==> src/rtl/nrw_pkg.sv <==
package nrw_pkg;
  localparam int S_EXP_W  = 8;
  localparam int S_FRAC_W = 23;
  localparam int H_EXP_W  = 5;
  localparam int H_FRAC_W = 10;
  localparam int S_W      = 1 + S_EXP_W + S_FRAC_W;
  localparam int H_W      = 1 + H_EXP_W + H_FRAC_W;
  localparam int PAD      = S_FRAC_W - H_FRAC_W;
  localparam int KEEP_W   = S_EXP_W + H_FRAC_W;
  localparam int S_BIAS   = (1 << (S_EXP_W - 1)) - 1;
  localparam int H_BIAS   = (1 << (H_EXP_W - 1)) - 1;
  localparam int H_EMIN   = 1 - H_BIAS;
  localparam int ZERO_LIM = S_BIAS + H_EMIN - H_FRAC_W;
  localparam int SUB_LIM  = S_BIAS + H_EMIN;
  localparam int OVF_LIM  = S_BIAS + H_BIAS + 1;
  localparam int REBIAS   = S_BIAS - H_BIAS;
  localparam int SH_W     = $clog2(H_FRAC_W + 1);
  localparam int RM_W     = 3;

  typedef enum logic [RM_W-1:0] {
    RM_NEAR_EVEN = 3'd0,
    RM_TO_ZERO   = 3'd1,
    RM_TO_NEG    = 3'd2,
    RM_TO_POS    = 3'd3,
    RM_NEAR_AWAY = 3'd4
  } rm_e;

  typedef enum logic [2:0] {
    CL_ZIN,
    CL_UNDER,
    CL_SUB,
    CL_NORM,
    CL_OVF,
    CL_INF,
    CL_NAN
  } cls_e;

  typedef struct packed {
    logic           ovf;
    logic           unf;
    logic           inx;
    logic [H_W-1:0] res;
  } nrw_out_t;
endpackage

==> src/rtl/nrw_rst_sync.sv <==
module nrw_rst_sync #(
  parameter int STAGES = 2
) (
  input  logic clk,
  input  logic rst_n,
  output logic rst_sync_n
);
  logic [STAGES-1:0] chain_q;
  logic [STAGES-1:0] chain_d;

  always_comb chain_d = {chain_q[STAGES-2:0], 1'b1};

  always_ff @(posedge clk or negedge rst_n) begin
    if (!rst_n) chain_q <= '0;
    else        chain_q <= chain_d;
  end

  assign rst_sync_n = chain_q[STAGES-1];
endmodule

==> src/rtl/nrw_round.sv <==
module nrw_round
  import nrw_pkg::*;
(
  input  logic [S_W-1:0]    op,
  input  logic [RM_W-1:0]   rm,
  output logic [KEEP_W-1:0] kept,
  output logic              lost,
  output logic              exp_zero,
  output logic              exp_ones,
  output logic              frac_nz
);
  logic [S_EXP_W-1:0] exp_f;
  logic               sgn;
  logic               lsb_b, grd_b, rnd_b, stk_b;
  logic               bump;
  logic               bypass;

  always_comb begin
    sgn      = op[S_W-1];
    exp_f    = op[S_W-2 -: S_EXP_W];
    exp_zero = (exp_f == '0);
    exp_ones = (exp_f == '1);
    frac_nz  = |op[S_FRAC_W-1:0];
    bypass   = exp_zero | exp_ones;
    lsb_b    = op[PAD];
    grd_b    = op[PAD-1];
    rnd_b    = op[PAD-2];
    stk_b    = |op[PAD-3:0];
    lost     = |op[PAD-1:0];
    unique case (rm)
      RM_NEAR_EVEN: bump = grd_b & (rnd_b | stk_b | lsb_b);
      RM_NEAR_AWAY: bump = grd_b;
      RM_TO_POS:    bump = lost & ~sgn;
      RM_TO_NEG:    bump = lost & sgn;
      default:      bump = 1'b0;
    endcase
    if (bypass) bump = 1'b0;
    kept = op[S_W-2:PAD] + {{(KEEP_W-1){1'b0}}, bump};
  end
endmodule

==> src/rtl/nrw_pack.sv <==
module nrw_pack
  import nrw_pkg::*;
(
  input  logic              sgn,
  input  logic [KEEP_W-1:0] kept,
  input  logic              lost,
  input  logic              exp_zero,
  input  logic              exp_ones,
  input  logic              frac_nz,
  output nrw_out_t          pk
);
  logic [S_EXP_W-1:0]  rexp;
  logic [H_FRAC_W-1:0] rfrac;
  logic [H_FRAC_W:0]   sig;
  logic [H_FRAC_W:0]   sub_mask;
  logic [H_FRAC_W:0]   sub_val;
  logic [SH_W-1:0]     sh;
  logic                sub_lost;
  logic [H_EXP_W-1:0]  hexp;
  cls_e                cls;

  always_comb begin
    rexp     = kept[KEEP_W-1 -: S_EXP_W];
    rfrac    = kept[H_FRAC_W-1:0];
    sig      = {1'b1, rfrac};
    sh       = SH_W'(S_EXP_W'(SUB_LIM) - rexp);
    sub_mask = ({{H_FRAC_W{1'b0}}, 1'b1} << sh) - 1'b1;
    sub_val  = sig >> sh;
    sub_lost = |(sig & sub_mask);
    hexp     = H_EXP_W'(rexp - S_EXP_W'(REBIAS));

    if (exp_ones)                          cls = frac_nz ? CL_NAN : CL_INF;
    else if (exp_zero)                     cls = CL_ZIN;
    else if (rexp < S_EXP_W'(ZERO_LIM))    cls = CL_UNDER;
    else if (rexp < S_EXP_W'(SUB_LIM))     cls = CL_SUB;
    else if (rexp < S_EXP_W'(OVF_LIM))     cls = CL_NORM;
    else                                   cls = CL_OVF;

    pk = '0;
    unique case (cls)
      CL_NAN: pk.res = {1'b0, {H_EXP_W{1'b1}}, 1'b1, {(H_FRAC_W-1){1'b0}}};
      CL_INF: pk.res = {sgn, {H_EXP_W{1'b1}}, {H_FRAC_W{1'b0}}};
      CL_ZIN: begin
        pk.res = {sgn, {(H_W-1){1'b0}}};
        pk.inx = frac_nz;
        pk.unf = frac_nz;
      end
      CL_UNDER: begin
        pk.res = {sgn, {(H_W-1){1'b0}}};
        pk.inx = 1'b1;
        pk.unf = 1'b1;
      end
      CL_SUB: begin
        pk.res = {sgn, {H_EXP_W{1'b0}}, sub_val[H_FRAC_W-1:0]};
        pk.inx = lost | sub_lost;
        pk.unf = lost | sub_lost;
      end
      CL_NORM: begin
        pk.res = {sgn, hexp, rfrac};
        pk.inx = lost;
      end
      default: begin
        pk.res = {sgn, {H_EXP_W{1'b1}}, {H_FRAC_W{1'b0}}};
        pk.ovf = 1'b1;
        pk.inx = 1'b1;
      end
    endcase
  end
endmodule

==> src/rtl/nrw_top.sv <==
module nrw_top
  import nrw_pkg::*;
(
  input  logic            clk,
  input  logic            rst_n,
  input  logic            in_valid,
  input  logic [S_W-1:0]  in_op,
  input  logic [RM_W-1:0] in_rm,
  output logic            out_valid,
  output logic [H_W-1:0]  out_res,
  output logic            out_ovf,
  output logic            out_unf,
  output logic            out_inx
);
  logic              rst_sync_n;
  logic [KEEP_W-1:0] kept;
  logic              lost, exp_zero, exp_ones, frac_nz;
  nrw_out_t          pk;
  nrw_out_t          out_q, out_d;
  logic              vld_q, vld_d;

  nrw_rst_sync #(.STAGES(2)) u_rst (
    .clk        (clk),
    .rst_n      (rst_n),
    .rst_sync_n (rst_sync_n)
  );

  nrw_round u_round (
    .op       (in_op),
    .rm       (in_rm),
    .kept     (kept),
    .lost     (lost),
    .exp_zero (exp_zero),
    .exp_ones (exp_ones),
    .frac_nz  (frac_nz)
  );

  nrw_pack u_pack (
    .sgn      (in_op[S_W-1]),
    .kept     (kept),
    .lost     (lost),
    .exp_zero (exp_zero),
    .exp_ones (exp_ones),
    .frac_nz  (frac_nz),
    .pk       (pk)
  );

  always_comb begin
    vld_d = in_valid;
    out_d = in_valid ? pk : out_q;
  end

  always_ff @(posedge clk or negedge rst_sync_n) begin
    if (!rst_sync_n) begin
      vld_q <= 1'b0;
      out_q <= '0;
    end else begin
      vld_q <= vld_d;
      out_q <= out_d;
    end
  end

  assign out_valid = vld_q;
  assign out_res   = out_q.res;
  assign out_ovf   = out_q.ovf;
  assign out_unf   = out_q.unf;
  assign out_inx   = out_q.inx;
endmodule

==> config.mk <==
export PLATFORM = sky130hd
export DESIGN_NAME = nrw_top
export DESIGN_NICKNAME = d
export VERILOG_FILES = /design/src/rtl/nrw_pkg.sv /design/src/rtl/nrw_rst_sync.sv /design/src/rtl/nrw_round.sv /design/src/rtl/nrw_pack.sv /design/src/rtl/nrw_top.sv
export SDC_FILE = /design/constraint.sdc
export NUM_CORES = 1
export LEC_CHECK = 0
export ABC_CLOCK_PERIOD_IN_PS = 1700
export CORE_MARGIN = 3
export CORE_UTILIZATION = 50
export CTS_BUF_LIST = sky130_fd_sc_hd__clkbuf_4
export CTS_CLUSTER_SIZE = 28
export DETAILED_ROUTE_END_ITERATION = 8
export PLACE_DENSITY = 0.87
export SETUP_SLACK_MARGIN = 0.5
export SLEW_MARGIN = 20
export SYNTH_ARGS = -nofsm -noshare
export SYNTH_HDL_FRONTEND = slang
export SYNTH_SLANG_ARGS = --single-unit
==> constraint.sdc <==
create_clock -name clk -period 1.7 [get_ports clk]
set_input_delay 0.255 -clock clk [delete_from_list [all_inputs] [get_ports clk]]
set_output_delay 0.255 -clock clk [all_outputs]
set_load 0.02 [all_outputs]
Yosys cells after proc, flatten, opt, wreduce, memory -nomap -nowiden
Index checks and enable logic that the tools add are counted.
W data, S select, Z words.
{"block": "totals", "in_bits": 38, "out_inout_bits": 20, "elab_cells": 55, "regBits": 22}
{"block": "op_classes", "add_sub_neg": 4, "bitwise": 9, "n_reduce_logical": 10, "shifts": 2, "muxes": 12, "n_eq_ne": 9, "n_lt_le_gt_ge": 3}
{"op": "$pmux W16 S4", "n": 1}
{"op": "$reduce_or A23 Y1", "n": 1}
{"op": "$reduce_or A11 Y1", "n": 2}
{"op": "$add A18 B1 Y18", "n": 1}
{"op": "$lt A8 B7 Y1 const B", "n": 2}
{"op": "$mux W3", "n": 5}
{"op": "$reduce_or A13 Y1", "n": 1}
{"op": "$eq A3 B2 Y1 const B", "n": 4}
{"op": "$and A11 B11 Y11", "n": 1}
{"op": "$shl A1 B4 Y11 const A", "n": 1}
{"op": "$shr A11 B4 Y10", "n": 1}
{"op": "$sub A11 B1 Y11 const B", "n": 1}
{"op": "$eq A3 B3 Y1 const B", "n": 3}
{"op": "$eq A8 B8 Y1 const B", "n": 1}
{"op": "$logic_not A8 Y1", "n": 1}
{"op": "$lt A8 B8 Y1 const B", "n": 1}
{"op": "$pmux W1 S4", "n": 2}
{"op": "$logic_not A3 Y1", "n": 2}
{"op": "$reduce_or A6 Y1", "n": 1}
{"op": "$sub A5 B5 Y5 const B", "n": 1}
{"op": "$or A1 B1 Y1", "n": 4}
{"op": "$reduce_or A2 Y1", "n": 2}
{"op": "$sub A1 B4 Y4 const A", "n": 1}
{"op": "$and A1 B1 Y1", "n": 3}
{"op": "5 further kinds", "n": 6}

Longest topological paths before layout
Gate-level depths: netlist (run 1).
{"block": "depth", "depth_word": 16, "ltp_mapped": 28, "ltp_nobuf": 25}

By module
Synthesis (run 1) repeated with hierarchy kept, for this count alone.
{"block": "hier_totals", "hier_cells": 259, "hier_area_um2": 2304.7}
{"module": "nrw_pack", "cells_per_inst": 149, "area_per_inst_um2": 1032.2, "n_inst": 1}
{"module": "nrw_top", "cells_per_inst": 41, "area_per_inst_um2": 783.3, "n_inst": 1}
{"module": "nrw_round", "cells_per_inst": 66, "area_per_inst_um2": 435.4, "n_inst": 1}
{"module": "nrw_rst_sync", "cells_per_inst": 3, "area_per_inst_um2": 53.8, "n_inst": 1}

Worst setup path after synthesis (run 1)
Ideal clock, no wire load.
{"block": "synth_path", "path_type": "input port to flip-flop", "start": "input port in_op[0]", "end": "register out_q, in the netlist out_inx", "path_buffers": 3, "path_stages": 27, "setup_time_ns": 0.126, "arrival_ns": 4.939, "path_slack_ns": -3.365, "path_cell_list": "nor4_1 -> nand3_1 -> nor2_1 -> nor3b_1 -> a21oi_1 -> nor2_1 -> a31oi_1 -> nor3_1 -> ha_1 -> ha_1 -> clkbuf_1 -> and2_1 -> nand4_1 -> xnor2_1 -> clkinv_1 -> ha_1 -> xor3_1 -> buf_2 -> nor2_1 -> nand2_1 -> ha_1 -> buf_1 -> a32o_1 -> a2111oi_2 -> o2111ai_1 -> nor4_1 -> nor2_1"}
{"block": "synth_between", "elab_chain_len": 16, "elab_cells_between_ends": 33}
{"item": "start: declaration", "line": "nrw_top.sv:7", "text": "input logic [S_W-1:0] in_op,"}
{"item": "parallel branches: the longest is 15 deep, another holds $add A18 B1 Y18"}
{"item": "$pmux W1 S4 (*)", "line": "nrw_pack.sv:40", "text": "unique case (cls)"}
{"item": "end signal: assignment", "line": "nrw_top.sv:59", "text": "out_q <= out_d;"}
{"item": "end: declaration", "line": "nrw_top.sv:19", "text": "nrw_out_t out_q, out_d;"}
Every way passes the cells marked *.
A chain may end at the register's enable or synchronous reset.

Worst setup path in the final report (run 1)
{"block": "layout_path", "start": "input port in_op[10]", "end": "register out_q, in the netlist out_inx"}
Same word-level chain as after synthesis.

==> results of run 1 <==
==> metal layers <==
metal  up-vias  GRT usage
met3       290      0.131
li1       1568          -
met5         -          0
met4         0      0.372
met2       583      0.746
met1      1899      0.511
==> sequential cells by signal, summed over array words and instances (netlist names) <==
register	count
out_inx	1
out_ovf	1
out_res	16
out_unf	1
out_valid	1
u_rst.chain_q	2
==> cell type report <==
type | instances | area [um^2]
Sequential cell | 22 | 551
Fill cell | 182 | 423
Clock buffer | 3 | 22.5
Timing Repair Buffer | 195 | 1570
Tap cell | 67 | 83.8
Multi-Input combinational cell | 259 | 2140
Inverter | 15 | 62.6
==> timing repair <==
item	4_1_cts	5_1_grt
gates resized for setup	180	15
endpoints found under the hold margin	0	0
pin swaps	22	8
cloned	1	0
endpoints found under the setup margin	39	23
buffers inserted	26	2
==> logic make-up after synthesis <==
logic type	count (synthesis)	synth area share
buffers and inverters	35	0.0759
AND/OR/NAND/NOR	135	0.293
AO/OA/AOI/OAI	90	0.260
flip-flops	22	0.214
multiplexers	10	0.0559
XOR/XNOR	19	0.0807
adder cells (fa/ha/maj)	4	0.0195
other	1	0.00146
==> stage by stage <==
step                hold slack, ns   util  area (um^2)
floorplan                  -0.0406      -         2680
global placement             0.199  0.829         4020
detailed placement           0.214  0.829         4020
CTS                         0.0920  0.901         4370
global route                0.0730  0.913         4430
finish                      0.0672  0.913         4430
==> power groups by stage <==
stage	Combinational (uW)	Sequential [uW]	Clock [uW]
2_1_floorplan	395	657	0
3_3_place_gp	892	598	0
3_5_place_dp	925	602	0
4_1_cts	965	590	230
5_1_grt	1180	598	259
6_report	1160	596	249
==> layout by cell type, fill, tap and decap left out, types with 10 or more instances in the layout <==
master / n
nand3_1: 14
buf_6: 14
clkdlybuf4s50_1: 13
buf_4: 124
nor2_1: 21
a21oi_1: 14
inv_1: 10
a31oi_1: 12
dfrtp_1: 22
buf_2: 26
o21ai_0: 11
nand2_1: 21
dlygate4sd2_1: 11
o211ai_1: 10
==> how the worst min path moves through the flow <==
stage / from / end / depth (start not counted)
4_1_cts: rst_n / u_rst.chain_q[1] / 1
3_3_place_gp: u_rst.chain_q[1] / out_res[11] / 1
2_1_floorplan: rst_n / u_rst.chain_q[0] / 0
3_5_place_dp: u_rst.chain_q[1] / out_res[13] / 1
5_1_grt: rst_n / u_rst.chain_q[0] / 1
6_report: rst_n / u_rst.chain_q[1] / 1
==> impl_results.md, run 1 <==
* Peak Freq at about 200 MHz
* Sequential share of the synthesized area at 0.214
* Top post-synthesis cells by area: dfrtp_1 (21%), nor2_1 (4.1%), nand2_1 (3.8%)
* Setup TNS at -43.51 ns
* Rel. slew slack at 0.581
* Clock Skews at roughly 0.021 ns
* Min-Delay Path Class: input pin to async pin
* Die Ht at around 78 um
* FF-to-FF End: out_res[1]
* Crit path buffers/inverters at 6
* Die W at ~80 um
* Final Worst Setup Slack at -3.19 ns
* Setup crit end kind: flop
* Maximum VDD drop at around 0.00027 V
* Synth cell count leaders: nor2_1 (28), nand2_1 (26), dfrtp_1 (22)
* Post-synth cell types at between 70 and 80
* Final min period at roughly 4.9 ns
* Layout cells sized above 1 at 0.508
* Vias at ~4.3k
* Final Setup Violations at 19
* Period utilisation layout at 2.88
* Clock power share at 0.124
* Crit Reg-Reg Startpoint: out_res[1]
* Number of synthesized register bits at 22
* First-pass detailed-route iteration total at 9
* Die area at 6040 um^2
* Final ANT Viol Nets at 0
* TritonCTS clock tree: done
* Worst skew pair latency at 0.32 ns
* Slew Viols, Final at 0
* Initial antenna violation count at 0
* Critical path endpoint: out_inx
* Dpl cells at between 500 and 600
* Metal3 WL at 2470 um
* Cell row count at 25
* Cell Area, Synth at about 2600 um^2
* RSZ-0062 raised after global routing: true
* Root Driver: clkbuf_4
* Remaining DRCs at 45
* Critical Path Max Stage Delay at 0.54 ns
* Dominant synthesized flop cell: dfrtp_1
* Top cell type by total area after synthesis: dfrtp_1
* Sw Ratio at 0.424
* Final WL at around 16000 um
* Most common cell on crit path: buf_4
* Clock slew at reported path FFs at 0.14 ns
* Nets at about 540
* CP startpoint: in_op[10]
* GR Overflow Total at 0
* CTS H-Tree Depth at 1
* Core area at about 4800 um^2
* Startpoint Class: input pin
* Critical path data arrival time at 5.07 ns
* R2r setup slk at 0.81 ns
* I/O Buffers at 57
* Mapped Nets at about 360
* Syn Inst Count at ~320
* Seq pwr share at 0.298
* Psw at 849 uW
* Worst slew pin tran at 0.629 ns
* Bufs on Longest Clock Path at 2
* Max-Cap Viols at 0
* Gp weighted congestion at approximately 1
* Ant. Diodes at 0
* Dpl ws at -2.97 ns
* Asr flop ratio synth at 1.00
* Pint at 1150 uW
* Ys Warns at 0
* Power per cell area at 453 nW/um^2
* Top-area cell type share of the netlist area at 0.214
* Worst EP required at approximately 1.9 ns
* Crit. path cell count at 26
* Initial Util at 0.531
* Vias in the first global route at 4191
* Outcome: complete, but fails checks
* Crit path kind: input pin to flop
* Failing checks: DRC, setup timing
* Cts bufs inserted at 3
* DRT iter0 DRCs at 1088
* Top Layer Used: met4
* Comb power frac at 0.578
* # clock sinks at 22
* DP HPWL at 7480 um
* # hold bufs at CTS at 0
* Avg WL per Cell at 28.7 um
* M1 WL at 4910 um
* Gr usage total at 0.465
* Cell Count, Final, Fillers Out at 561
* Syn_area_per_cell at 8.14 um^2
* LEAKAGE at 0.00190 uW
* Ports at 58
* Critical-path maximum fanout at 11
* Post-synth EDFFs at 0
* CP max stage cell: nor4_1
* Pin count of the biggest net entering global routing at 32
* R2R depth at 2
* CP top delay family: simple AND/OR/NAND/NOR gates
* Metal2 WL at roughly 6500 um
* First-pass GRT wire length at between 20000 and 25000 um
* Total power draw at between 2000 and 2500 uW
* Final hold vios at 0
* Count leader, synth: nor2_1
* Layout area overhead at 72.0%
* Vias/cell at just under 8
Note: power is estimated with default switching activity, not from simulation.
==> run 2, diff against run 1 <==
Settings changed: GPL_ROUTABILITY_DRIVEN set to 0.
==> run 2 against run 1 <==
Effect of this change:
- the flow still finishes with violations (DRC, setup timing)
- clock skew is 0.014 ns lower
- hold slack lost 0.011 ns
- flip-flop and latch count is the same
- first-iteration DRC count grew 11%
- combinational power barely moved
- routed wire length is 4.2% higher
- largest power group unchanged
- die area unchanged
- count of clock-buffer cells in the layout stayed put
- setup slack improved by 0.61 ns
- critical path depth is 1 higher
==> impl_results.md, run 2 (same netlist as run 1, synthesis figures left out) <==
* DP Area at 4010 um^2 (-0.19%)
* Critical path data arrival time at 4.50 ns (-0.57 ns)
* DRT iter0 DRCs at 1204 (+11%)
* Final Worst Setup Slack at -2.58 ns (+0.612 ns)
* R2r setup slk at 0.83 ns (+0.02 ns)
* Worst slew pin tran at 0.651 ns (+0.0215 ns)
* Fill cells at 153 (-16%)
* LEAKAGE at 0.00197 uW (+3.7%)
* CTS H-Tree Depth at 1 (unchanged)
* Clock Skews at 0.00720 ns (-0.0141 ns)
* Layout cells sized above 1 at 0.527 (+0.0191)
* Die Ht at 77.7 um (unchanged)
* Nets at 540 (+0.37%)
* Gr usage total at 0.473 (+0.00757)
* Cts bufs inserted at 3 (unchanged)
* Failing checks: DRC, setup timing
* Worst skew pair latency at 0.33 ns (about the same)
* Min-Delay Path Class: input pin to async pin
* Initial antenna violation count at 0 (unchanged)
* Layout area overhead at 76.5%
* GR Overflow Total at 0 (unchanged)
* Remaining DRCs at 132 (+190%)
* GR Layer Usage met3 at 0.139 (+0.00812)
* Critical-path maximum fanout at 5 (-6)
* TritonCTS clock tree: done
* Final hold vios at 0 (unchanged)
* Final Setup Violations at 18 (-1)
* Final WL at 16800 um (+4.2%)
* I/O Buffers at 57 (unchanged)
* Clock slew at reported path FFs at 0.15 ns (about the same)
* Final min period at 4.28 ns (-0.612 ns)
* Rel. slew slack at 0.566 (-0.0143)
* Vias in the first global route at 4204 (+0.31%)
* Pin count of the biggest net entering global routing at 32 (unchanged)
* Gr busiest metal: met2
* Vias/cell at 7.68 (-0.76%)
* Maximum VDD drop at 0.000307 V (+12%)
* Setup crit end kind: flop
* # clock sinks at 22 (unchanged)
* Root Driver: clkbuf_4
* Most frequent cells in the layout: buf_4 (126), buf_2 (28), nand2_1 (24)
* R2R depth at 3 (+1)
* Die W at 77.7 um (unchanged)
* First-pass GRT wire length at 22100 um (+0.91%)
* Cell row count at 25 (unchanged)
* Final ANT Viol Nets at 0 (unchanged)
* Ant. Diodes at 0 (unchanged)
* Peak Freq at 234 MHz (+14%)
* Bufs on Longest Clock Path at 2 (unchanged)
* First-pass detailed-route iteration total at 9 (unchanged)
* Max reg flops at 16 (unchanged)
* Startpoint Class: input pin
* Avg WL per Cell at 29.8 um (+3.7%)
* Vias at 4330 (-0.23%)
* Ports at 58 (unchanged)
* Die area at 6040 um^2 (unchanged)
* Max-Cap Viols at 0 (unchanged)
* DP HPWL at 7980 um (+6.6%)
* RSZ-0062 raised after global routing: true
* Met1 usage in global routing at 0.521 (+0.0102)
* Finished Core Util at 0.937 (+0.0237)
* Initial Util at 0.531 (unchanged)
* Final Cell Area at 4540 um^2 (+2.6%)
* Crit path kind: input pin to flop
* Worst EP required at 1.92 ns (+0.04 ns)
* Slew Viols, Final at 0 (unchanged)
* Period utilisation layout at 2.52 (-0.360)
* Most common cell after layout, fill and taps aside: buf_4
* Outcome: complete, but fails checks
* Core area at 4850 um^2 (unchanged)
* Power per cell area at 484 nW/um^2 (+6.9%)
* Met2 Use GR at 0.759 (+0.0137)
[run 2: cell type report]
cell class                      count  area (um^2)  area share
Multi-Input combinational cell    259         2230       0.491
Timing Repair Buffer              197         1560       0.344
Sequential cell                    22          551       0.121
Tap cell                           67         83.8      0.0185
Inverter                           15         62.6      0.0138
Clock inverter                      1         30.0     0.00661
Clock buffer                        3         22.5     0.00496
[run 2: power by group]
part           switching [uW]  internal, uW  total (uW)
Combinational             677           487        1160
Clock                     194           239         433
Sequential               33.3           567         600
Total                     905          1290        2200
[run 2: path summary, 6_finish.rpt]
| check | from | end |
|---|---|---|
| setup / recovery | in_op[7] | out_inx |
| hold / removal | rst_n | u_rst.chain_q[0] |
| setup reg to reg | out_res[9] | out_res[9] |
| hold reg to reg | u_rst.chain_q[1] | out_res[15] |
| max in group asynchronous | u_rst.chain_q[1] | out_inx |
| min in group clk | u_rst.chain_q[0] | u_rst.chain_q[1] |
[run 2: critical path, cell delays in order]
cell	delay [ns]
buf_2	0.11
nor4_2	0.30
nand3_2	0.15
nor2_4	0.12
nor3b_2	0.06
a21oi_1	0.14
nor2_1	0.06
a31oi_1	0.20
nor3_2	0.06
ha_2	0.22
ha_4	0.16
and2_4	0.15
nand4_1	0.12
xnor2_2	0.17
clkinv_2	0.13
ha_4	0.18
xor3_1	0.24
nor2_4	0.16
nand2_1	0.08
ha_2	0.20
buf_6	0.13
inv_1	0.13
o32a_1	0.18
a2111o_1	0.13
o211ai_1	0.20
nor4_2	0.34
nor2_1	0.10
[run 2: repair_timing]
action                                  in CTS  in global routing
hold buffers                                 0                  0
pin swaps                                   15                 10
hold endpoints to repair                     0                  0
gates resized for setup                    184                 42
buffers inserted                            28                  4
endpoints found under the setup margin      39                 20
[run 2: per-layer routing]
layer / vias up / share of wire
li1: 1570 / -
met1: 1926 / 0.31
met2: 571 / 0.41
met3: 263 / 0.16
met4: 0 / 0.12
met5: - / 0
[run 2: per-stage QoR]
step           setup WS, ns  hold WS [ns]  power (uW)  instances  TNS, ns
5_1_grt               -2.83        0.0487        2240        564   -41.12
2_1_floorplan         -2.68       -0.0406        1050        316   -29.54
6_report              -2.58        0.0558        2200        564   -38.30
3_5_place_dp          -2.98         0.215        1530        528   -47.24
3_3_place_gp          -2.76         0.198        1490        528   -43.51
4_1_cts               -2.25        0.0682        1960        560   -33.02
